===== src/rtl/ptim_pkg.sv =====
package ptim_pkg;
  typedef enum logic [2:0] {
    SRC_OFF0  = 3'd0,
    SRC_SYS   = 3'd1,
    SRC_OFF2  = 3'd2,
    SRC_PIN_A = 3'd3,
    SRC_HRC   = 3'd4,
    SRC_XOSC  = 3'd5,
    SRC_LRC   = 3'd6,
    SRC_PIN_B = 3'd7
  } src_sel_e;

  localparam int NUM_SRC  = 8;
  localparam int NUM_PINS = 2;
endpackage


===== src/rtl/pin_edge_sync.sv =====
module pin_edge_sync #(
  parameter int STAGES = 2
) (
  input  logic clk_i,
  input  logic rst_ni,
  input  logic pin_i,
  output logic rise_o
);
  logic [STAGES-1:0] sync_q;
  logic              last_q;

  always_ff @(posedge clk_i or negedge rst_ni) begin
    if (!rst_ni) begin
      sync_q <= '0;
      last_q <= 1'b0;
    end else begin
      sync_q <= {sync_q[STAGES-2:0], pin_i};
      last_q <= sync_q[STAGES-1];
    end
  end

  assign rise_o = sync_q[STAGES-1] & ~last_q;

  // one tick per edge
  a_r10_single_pulse: assert property (@(posedge clk_i) disable iff (!rst_ni)
    rise_o |=> !rise_o);
endmodule


===== src/rtl/tick_mux.sv =====
module tick_mux
  import ptim_pkg::*;
#(
  parameter int SYNC_STAGES = 2
) (
  input  logic     clk_i,
  input  logic     rst_ni,
  input  logic     tick_sys_i,
  input  logic     tick_hrc_i,
  input  logic     tick_xosc_i,
  input  logic     tick_lrc_i,
  input  logic     pin_a_i,
  input  logic     pin_b_i,
  input  src_sel_e sel_i,
  output logic     tick_o
);
  logic [NUM_PINS-1:0] pin_raw;
  logic [NUM_PINS-1:0] pin_rise;
  logic [NUM_SRC-1:0]  src_vec;

  assign pin_raw = {pin_b_i, pin_a_i};

  for (genvar g = 0; g < NUM_PINS; g++) begin : g_pin
    pin_edge_sync #(.STAGES(SYNC_STAGES)) sync_i (
      .clk_i  (clk_i),
      .rst_ni (rst_ni),
      .pin_i  (pin_raw[g]),
      .rise_o (pin_rise[g])
    );
  end

  always_comb begin
    src_vec            = '0;
    src_vec[SRC_SYS]   = tick_sys_i;
    src_vec[SRC_PIN_A] = pin_rise[0];
    src_vec[SRC_HRC]   = tick_hrc_i;
    src_vec[SRC_XOSC]  = tick_xosc_i;
    src_vec[SRC_LRC]   = tick_lrc_i;
    src_vec[SRC_PIN_B] = pin_rise[1];
  end

  assign tick_o = src_vec[sel_i];
endmodule


===== src/rtl/prescaler.sv =====
module prescaler #(
  parameter int PRE_W = 6
) (
  input  logic       clk_i,
  input  logic       rst_ni,
  input  logic       tick_i,
  input  logic       clr_i,
  input  logic [1:0] ratio_sel_i,
  output logic       carry_o
);
  logic [PRE_W-1:0] pre_q;
  logic [PRE_W-1:0] last_v;

  // ratio = 4**sel, terminal value = ratio-1
  assign last_v  = PRE_W'((32'd1 << (32'(ratio_sel_i) * 2)) - 32'd1);
  assign carry_o = tick_i & ~clr_i & (pre_q == last_v);

  always_ff @(posedge clk_i or negedge rst_ni) begin
    if (!rst_ni)      pre_q <= '0;
    else if (clr_i)   pre_q <= '0;
    else if (carry_o) pre_q <= '0;
    else if (tick_i)  pre_q <= pre_q + 1'b1;
  end

  a_r3_pre_in_range: assert property (@(posedge clk_i) disable iff (!rst_ni)
    pre_q <= last_v);
  a_r8_clear: assert property (@(posedge clk_i) disable iff (!rst_ni)
    clr_i |=> pre_q == '0);
  a_r9_idle_hold: assert property (@(posedge clk_i) disable iff (!rst_ni)
    (!tick_i && !clr_i) |=> $stable(pre_q));
endmodule


===== src/rtl/prescale_toggle_timer.sv =====
module prescale_toggle_timer
  import ptim_pkg::*;
#(
  parameter int CNT_W       = 16,
  parameter int PRE_W       = 6,
  parameter int SYNC_STAGES = 2,
  parameter int IRQ_BIT     = 2,
  parameter int EDGE_BIT    = 4
) (
  input  logic             clk_i,
  input  logic             rst_ni,
  input  logic             tick_sys_i,
  input  logic             tick_hrc_i,
  input  logic             tick_xosc_i,
  input  logic             tick_lrc_i,
  input  logic             pin_a_i,
  input  logic             pin_b_i,
  input  logic             mode_we_i,
  input  logic [7:0]       mode_wdata_i,
  input  logic             edge_we_i,
  input  logic [7:0]       edge_wdata_i,
  input  logic             cnt_we_i,
  input  logic [CNT_W-1:0] cnt_wdata_i,
  input  logic             irq_we_i,
  input  logic [7:0]       irq_wdata_i,
  output logic [7:0]       mode_o,
  output logic [7:0]       edge_o,
  output logic [CNT_W-1:0] cnt_o,
  output logic [7:0]       irq_o
);
  localparam int IDX_W    = $clog2(CNT_W);
  localparam int SEL_BASE = CNT_W - 8;

  logic [7:0]       mode_q, edge_q, irq_q, irq_d;
  logic [CNT_W-1:0] cnt_q, cnt_inc, cnt_d;
  logic             mode_change, src_tick, step, hit;
  logic             old_b, new_b;
  logic [IDX_W-1:0] watch_idx;
  src_sel_e         src_sel;

  assign src_sel     = src_sel_e'(mode_q[7:5]);
  assign mode_change = mode_we_i && (mode_wdata_i != mode_q);

  tick_mux #(.SYNC_STAGES(SYNC_STAGES)) mux_i (
    .clk_i       (clk_i),
    .rst_ni      (rst_ni),
    .tick_sys_i  (tick_sys_i),
    .tick_hrc_i  (tick_hrc_i),
    .tick_xosc_i (tick_xosc_i),
    .tick_lrc_i  (tick_lrc_i),
    .pin_a_i     (pin_a_i),
    .pin_b_i     (pin_b_i),
    .sel_i       (src_sel),
    .tick_o      (src_tick)
  );

  prescaler #(.PRE_W(PRE_W)) pre_i (
    .clk_i       (clk_i),
    .rst_ni      (rst_ni),
    .tick_i      (src_tick),
    .clr_i       (mode_change),
    .ratio_sel_i (mode_q[4:3]),
    .carry_o     (step)
  );

  assign cnt_inc   = cnt_q + 1'b1;
  assign watch_idx = IDX_W'(SEL_BASE) + IDX_W'(mode_q[2:0]);
  assign old_b     = cnt_q[watch_idx];
  assign new_b     = cnt_inc[watch_idx];
  // loads never raise a request
  assign hit = step && !cnt_we_i && (old_b != new_b) &&
               (edge_q[EDGE_BIT] ? !new_b : new_b);

  always_comb begin
    cnt_d = cnt_q;
    if (cnt_we_i)  cnt_d = cnt_wdata_i;
    else if (step) cnt_d = cnt_inc;
  end

  always_comb begin
    irq_d = irq_we_i ? irq_wdata_i : irq_q;
    if (hit) irq_d[IRQ_BIT] = 1'b1;  // set beats clear
  end

  always_ff @(posedge clk_i or negedge rst_ni) begin
    if (!rst_ni) begin
      mode_q <= '0;
      edge_q <= '0;
      cnt_q  <= '0;
      irq_q  <= '0;
    end else begin
      if (mode_change) mode_q <= mode_wdata_i;
      if (edge_we_i)   edge_q <= edge_wdata_i;
      cnt_q <= cnt_d;
      irq_q <= irq_d;
    end
  end

  assign mode_o = mode_q;
  assign edge_o = edge_q;
  assign cnt_o  = cnt_q;
  assign irq_o  = irq_q;

  a_r9_hold_none: assert property (@(posedge clk_i) disable iff (!rst_ni)
    ((src_sel == SRC_OFF0 || src_sel == SRC_OFF2) && !cnt_we_i) |=> $stable(cnt_q));
  a_r4_step_one: assert property (@(posedge clk_i) disable iff (!rst_ni)
    !cnt_we_i |=> (cnt_q == $past(cnt_q) || cnt_q == CNT_W'($past(cnt_q) + 1'b1)));
  a_r7_flag_sticky: assert property (@(posedge clk_i) disable iff (!rst_ni)
    (irq_q[IRQ_BIT] && !(irq_we_i && !irq_wdata_i[IRQ_BIT])) |=> irq_q[IRQ_BIT]);
  a_r8_same_mode: assert property (@(posedge clk_i) disable iff (!rst_ni)
    (mode_we_i && mode_wdata_i == mode_q) |=> $stable(mode_q));
  a_r4_no_flag_on_load: assert property (@(posedge clk_i) disable iff (!rst_ni)
    (cnt_we_i && !irq_we_i && !irq_q[IRQ_BIT]) |=> !irq_q[IRQ_BIT]);
endmodule


===== config.mk =====
export PLATFORM = sky130hd
export DESIGN_NAME = prescale_toggle_timer
export DESIGN_NICKNAME = d
export VERILOG_FILES = /design/src/rtl/ptim_pkg.sv /design/src/rtl/pin_edge_sync.sv /design/src/rtl/tick_mux.sv /design/src/rtl/prescaler.sv /design/src/rtl/prescale_toggle_timer.sv
export SDC_FILE = /design/constraint.sdc
export NUM_CORES = 1
export LEC_CHECK = 0
export BUFFER_PORTS_ARGS = -buffer_cell sky130_fd_sc_hd__buf_2
export CORE_ASPECT_RATIO = 0.75
export CORE_MARGIN = 2
export CORE_UTILIZATION = 56
export CTS_CLUSTER_SIZE = 8
export DETAILED_ROUTE_END_ITERATION = 16
export GPL_TIMING_DRIVEN = 0
export PLACE_DENSITY = 0.83
export RECOVER_POWER = 25
export SLEW_MARGIN = 0
export SYNTH_ARGS = -nofsm -noshare
export SYNTH_HDL_FRONTEND = slang
export SYNTH_SLANG_ARGS = --single-unit

===== constraint.sdc =====
create_clock -name clk_i -period 5.15 [get_ports clk_i]
set_clock_uncertainty 0.05 [all_clocks]
set_input_delay 0.515 -clock clk_i [delete_from_list [all_inputs] [get_ports clk_i]]
set_output_delay 0.515 -clock clk_i [all_outputs]
set_load 0.005 [all_outputs]

-- Yosys cells after proc, flatten, opt, wreduce, memory -nomap -nowiden
Index checks and enable logic that the tools add are counted.
- add/sub/neg operators: 4
- multipliers: 0
- divide/modulo/power cells: 0
- $lt $le $gt $ge: 2
- eq/ne operators: 3
- shift operators: 1
- mux-type cells: 14
- bitwise logic cells: 7
- reductions and logical operators: 9
- operators by type and width (kind ; count):
    16-bit 2-to-1 mux ; 2
    6-bit 2-to-1 mux ; 3
    16-bit by 1-bit adder with 16-bit output, second input constant ; 1
    1-bit binary-select mux with 4-bit select ; 2
    8-bit inequality test ; 1
    6-bit by 1-bit adder with 6-bit output, second input constant ; 1
    6-bit equality test ; 1
    1-bit by 3-bit left shift with 6-bit output, first input constant ; 1
    6-bit by 1-bit subtractor with 6-bit output, second input constant ; 1
    4-bit by 5-bit less-than comparator with 1-bit output, second input constant ; 1
    1-bit 2-to-1 mux ; 5
    4-bit by 3-bit adder with 4-bit output, first input constant ; 1
    1-bit bitwise AND ; 4
    1-bit logical AND ; 4
    3-bit by 4-bit less-than comparator with 1-bit output, second input constant ; 1
    2-bit nonzero test ; 2
    1-bit binary-select mux with 3-bit select ; 1
    3-bit 2-to-1 mux ; 1
    1-bit NOT ; 3
    3-bit nonzero test ; 1
    1-bit zero test ; 2
    1-bit inequality test ; 1
- register bits: 52
- bits in latches: 0
- RAM bits: 0
- bits in read-only memories: 0
- input port bits: 52
- output and inout bits: 40
- word-level logic and storage cells: 50
- memories: 0

-- Depth between registers and ports, before layout
- word-level depth: 10
- depth in mapped cells: 8
- mapped depth without buffers: 7

-- Hierarchy
From an unflattened synthesis, not the netlist that was laid out.
- cells, all modules: 282
- area total of the unflattened synthesis: 2900.3 um^2
- by module, submodules not included (module ; instances ; cells an instance ; area each (um^2) ; seq. area each (um^2)):
    prescale_toggle_timer ; 1 ; 227 ; 2274.7 ; 1001.0
    prescaler ; 1 ; 43 ; 399.1 ; 150.1
    pin_edge_sync ; 2 ; 4 ; 88.8 ; 75.1
    tick_mux ; 1 ; 4 ; 48.8 ; 0.0

-- Least setup slack after synthesis
No wires, ideal clock.
- path type: register -> register
- from: reg cnt_q[0] (netlist: cnt_o[0])
- to: reg irq_q[2] (netlist: irq_o[2])
- library setup time: 0.132 ns
- arrival time: 2.067 ns
- required time: 4.968 ns
- path slack: 2.901 ns
- stages on the path, launching flop included: 8
- path buffers: 0
- clock period less this slack: 2.249 ns
- cells stage by stage: dfrtp_1 ha_1 nand4_1 nor4_1 mux2_2 a221oi_2 a21boi_1 or3b_1
- cells in the longest elaborated chain, start to end: 7
- elaborated cells between the ends (all ways): 12
- classes of those cells: 1 x add/sub; 1 x eq/ne; 6 x mux; 4 x reduce/logical
- ends and longest elaborated chain (element ; line ; text):
    start, declared ; prescale_toggle_timer.sv:35 ; logic [CNT_W-1:0] cnt_q, cnt_inc, cnt_d;
    start signal, assigned ; prescale_toggle_timer.sv:94 ; cnt_q <= cnt_d;
    16-bit by 1-bit adder with 16-bit output ; prescale_toggle_timer.sv:66 ; assign cnt_inc = cnt_q + 1'b1;
    1-bit binary-select mux with 4-bit select ; prescale_toggle_timer.sv:69 ; assign new_b = cnt_inc[watch_idx];
    1-bit 2-to-1 mux (implied by the code) ; prescale_toggle_timer.sv:69 ;
    1-bit inequality test or 1-bit zero test (tied branches) ; prescale_toggle_timer.sv:71, prescale_toggle_timer.sv:72 ;
    1-bit logical AND or 1-bit 2-to-1 mux (tied branches) ; prescale_toggle_timer.sv:71, prescale_toggle_timer.sv:72 ;
    1-bit logical AND * ; prescale_toggle_timer.sv:71 ; assign hit = step && !cnt_we_i && (old_b != new_b) &&
    1-bit 2-to-1 mux or 2-bit nonzero test (tied branches) ; n/a ;
    end signal, assigned ; prescale_toggle_timer.sv:95 ; irq_q <= irq_d;
    end, declared ; prescale_toggle_timer.sv:34 ; logic [7:0] mode_q, edge_q, irq_q, irq_d;
Mark *: on every way between the ends. The rest lies on a longest branch, timed or not. The select of a mux whose other input is x is not followed.
A chain may end at the register's enable or synchronous reset.

==> flow_metrics.tcl <==
set metrics [dict create \
    required_ns 4.94 \
    status "complete, but fails checks" \
    synthCells 276 \
    fmax_mhz 376 \
    worst_hold_slack_ns 0.247 \
    detail_route.first_pass.iterations 4 \
    power_w 0.000980 \
    grtUsageTotal 0.245 \
    cts_setup_buffers 0 \
    cp-start-kind "input port" \
    nets 425 \
    post-route-period-util 0.516 \
    synth_mux_area_frac 0.128 \
    powerDensity_nw_per_um2 256 \
    hold_violations 0 \
    synth_xor_xnor_area_share 0.0602 \
    drc 0 \
    relSlewSlack -0.829 \
    layout-drive-gt1-share 0.435 \
    boundaryPins 92 \
    grt_use_met2 0.398 \
    failed_checks "capacitance limit, slew limit" \
    ant_nets 0 \
    n_fill_cell 415 \
    synth_nets 330 \
    slew_viol_final 53 \
    synth-edff-count 0 \
    critPathMaxFanout 52 \
    dp_hpwl_um 5490 \
    setup_tns_ns 0 \
    async_flop_share 1.00 \
    cp.arrival_ns 2.45 \
    drtIter0Drc 188 \
    synth_compound_area_frac 0.0943 \
    crit_type "input port to asynchronous set/reset pin" \
    ys_types 58 \
    grt_setup_unrepaired "false" \
    syn_area_um2 3200 \
    cts_inserted_buffers 5 \
    grt_pass1_wl_um 12300 \
    core_um2 5440 \
    slowest_stage "clkbuf_1" \
    setup_viol 0 \
    antenna_found_initial 0 \
    clkLatencyLatePin_ns 0.31 \
    maxCapViolations 1 \
    grt_pass1_vias 2558 \
    fp.dieW_um 91.3 \
    drt-wirelength-per-cell_um 16.5 \
    ctsHtreeMaxLevel 2 \
    total_leakage_power_nw 1.66 \
    die_h_um 69.5 \
    synthSimpleGateAreaFrac 0.251 \
    clk_pin_slew_worst_paths_ns 0.10 \
    use_met1 0.338 \
    hold_path.class "input port to register" \
    seq_area_frac_synth 0.407 \
    ctsResizeCount 0 \
    top_usage_layer "met2" \
    initial_core_util 0.588 \
    ys_warn_count 0 \
    cp_num_buf_inv 1 \
    cts_buffer_depth 2 \
    num_antenna_cells 0 \
    fp.dieArea_um2 6340 \
    grt_overflow 0 \
    cp_slowest_stage_delay_ns 1.91 \
    post-route-util 0.703 \
    ys_ff_latch 52 \
    path_cells "clkbuf_1" \
    area_growth_pct 19.6 \
    cts_tree "yes" \
    synth-adder-area-share 0.00782 \
    cp_top_family "buffers and inverters" \
    clock_sinks 52 \
    synth_top_family_by_area "simple AND/OR/NAND/NOR gates" \
    num_vias 2558 \
    end_kind "asynchronous set/reset pin" \
    finalWeightedCongestion 0.850 \
    rows 23 \
    synth_ff_type "dfrtp_1" \
    grt_use_met3 0.0522 \
    port_buffers 88 \
    via_per_inst 5.72 \
    cts_hold_buf 0 \
    grt_max_degree 53 \
    wl_um 7370 \
    cts_root_buf "clkbuf_8" \
    synth.avg_cell_area_um2 11.6 \
    ir_worst_vdd_mv 0.131 \
    max_slew.worst_pin.slew_ns 2.74 \
    fin_crit_ns 2.66 \
]
==> layout by cell type (no fill, tap or decap), types with 7 or more instances in the layout <==
cell and instances:
buf_2 91, dfrtp_1 52, mux2_2 26, nand2_1 23, o21ai_1 15, nor2_1 13
nand3_1 13, xnor2_1 13, xor2_1 9, nand4_1 8, clkbuf_8 7, nor4_4 7
==> synth_stat cells, types with 2 or more instances <==
cell type	instances	share of area
o21ai_1	15	0.023
nand2_1	23	0.027
a21o_1	2	0.0047
nor4_4	7	0.047
ha_1	2	0.0078
mux2_2	26	0.092
clkbuf_8	2	0.0086
nor3_1	2	0.0031
buf_12	2	0.013
nor4b_2	2	0.0094
o21ai_0	2	0.0031
nor4_1	2	0.0039
a31oi_1	2	0.0039
nand4b_1	3	0.0082
xnor2_1	13	0.036
clkbuf_1	4	0.0047
nor2_1	13	0.015
o31ai_1	3	0.0070
or3_1	4	0.0078
mux2i_1	5	0.016
nand3_1	13	0.020
nand4_2	2	0.0078
nor4_2	4	0.016
a211o_1	2	0.0055
nor2b_1	5	0.0098
xor2_1	9	0.025
inv_1	4	0.0047
buf_2	4	0.0063
nor3_2	2	0.0063
nor4b_4	3	0.022
mux4_2	3	0.021
and3_1	3	0.0059
nand2b_1	2	0.0039
nor3b_1	2	0.0047
nand4_1	8	0.016
or4_1	3	0.0070
dfrtp_1	52	0.41
==> per-layer routing <==
| metal | wire [um] | vias up |
|---|---|---|
| li1 | - | 1215 |
| met1 | 3440 | 1227 |
| met2 | 3350 | 101 |
| met3 | 463 | 15 |
| met4 | 111 | 0 |
| met5 | 0 | - |
==> kinds of logic after synthesis <==
group / count (synthesis)
mux: 34
xor+xnor: 22
flops: 52
simple gates: 106
buf+inv: 21
fa+ha+maj: 2
compound gates: 39
==> flip-flops by register name (all words and copies together) (netlist names) <==
name,count
edge_o,8
mode_o,8
mux_i.g_pin.sync_i.last_q,2
mux_i.g_pin.sync_i.sync_q,4
irq_o,8
cnt_o,16
pre_i.pre_q,6
==> path summary, 6_finish.rpt <==
check,slack (ns),depth (start not counted),startpoint,to
worst max-delay path,2.49,1,rst_ni,irq_o[7]$_DFFE_PN0P_
worst min-delay path,0.25,1,pin_b_i,mux_i.g_pin[1].sync_i.sync_q[0]$_DFF_PN0_
worst max register to register,2.57,7,cnt_o[0]$_DFFE_PN0P_,irq_o[2]$_DFFE_PN0P_
worst min register to register,0.32,0,mux_i.g_pin[0].sync_i.sync_q[0]$_DFF_PN0_,mux_i.g_pin[0].sync_i.sync_q[1]$_DFF_PN0_
max in group clk_i,2.57,7,cnt_o[0]$_DFFE_PN0P_,irq_o[2]$_DFFE_PN0P_
min in group asynchronous,1.01,1,rst_ni,mux_i.g_pin[0].sync_i.sync_q[1]$_DFF_PN0_
==> area by class of cell <==
cell class	count	area (um^2)	share of cell area
clock inverter	3	25.0	0.00654
clock buffer	5	68.8	0.0180
tap	75	93.8	0.0245
multi-input combinational	203	1730	0.453
timing repair buffer	88	439	0.115
sequential	52	1300	0.340
inverter	4	15.0	0.00392
buffer	17	151	0.0396
==> through the flow <==
stage               std cells  worst slack, ns  area, um^2
floorplan                 276             2.90        3200
global placement          439             2.66        3730
detailed placement        439             2.65        3730
CTS                       447             2.60        3830
global route              447             1.88        3830
finish                    447             2.49        3830
==> where the power goes <==
| group | switching, W | internal, W |
|---|---|---|
| sequential | 0.0000412 | 0.000443 |
| clock | 0.000147 | 0.0000994 |
| combinational | 0.000132 | 0.000118 |
| total | 0.000320 | 0.000660 |
(Power assumes the default switching activity.)
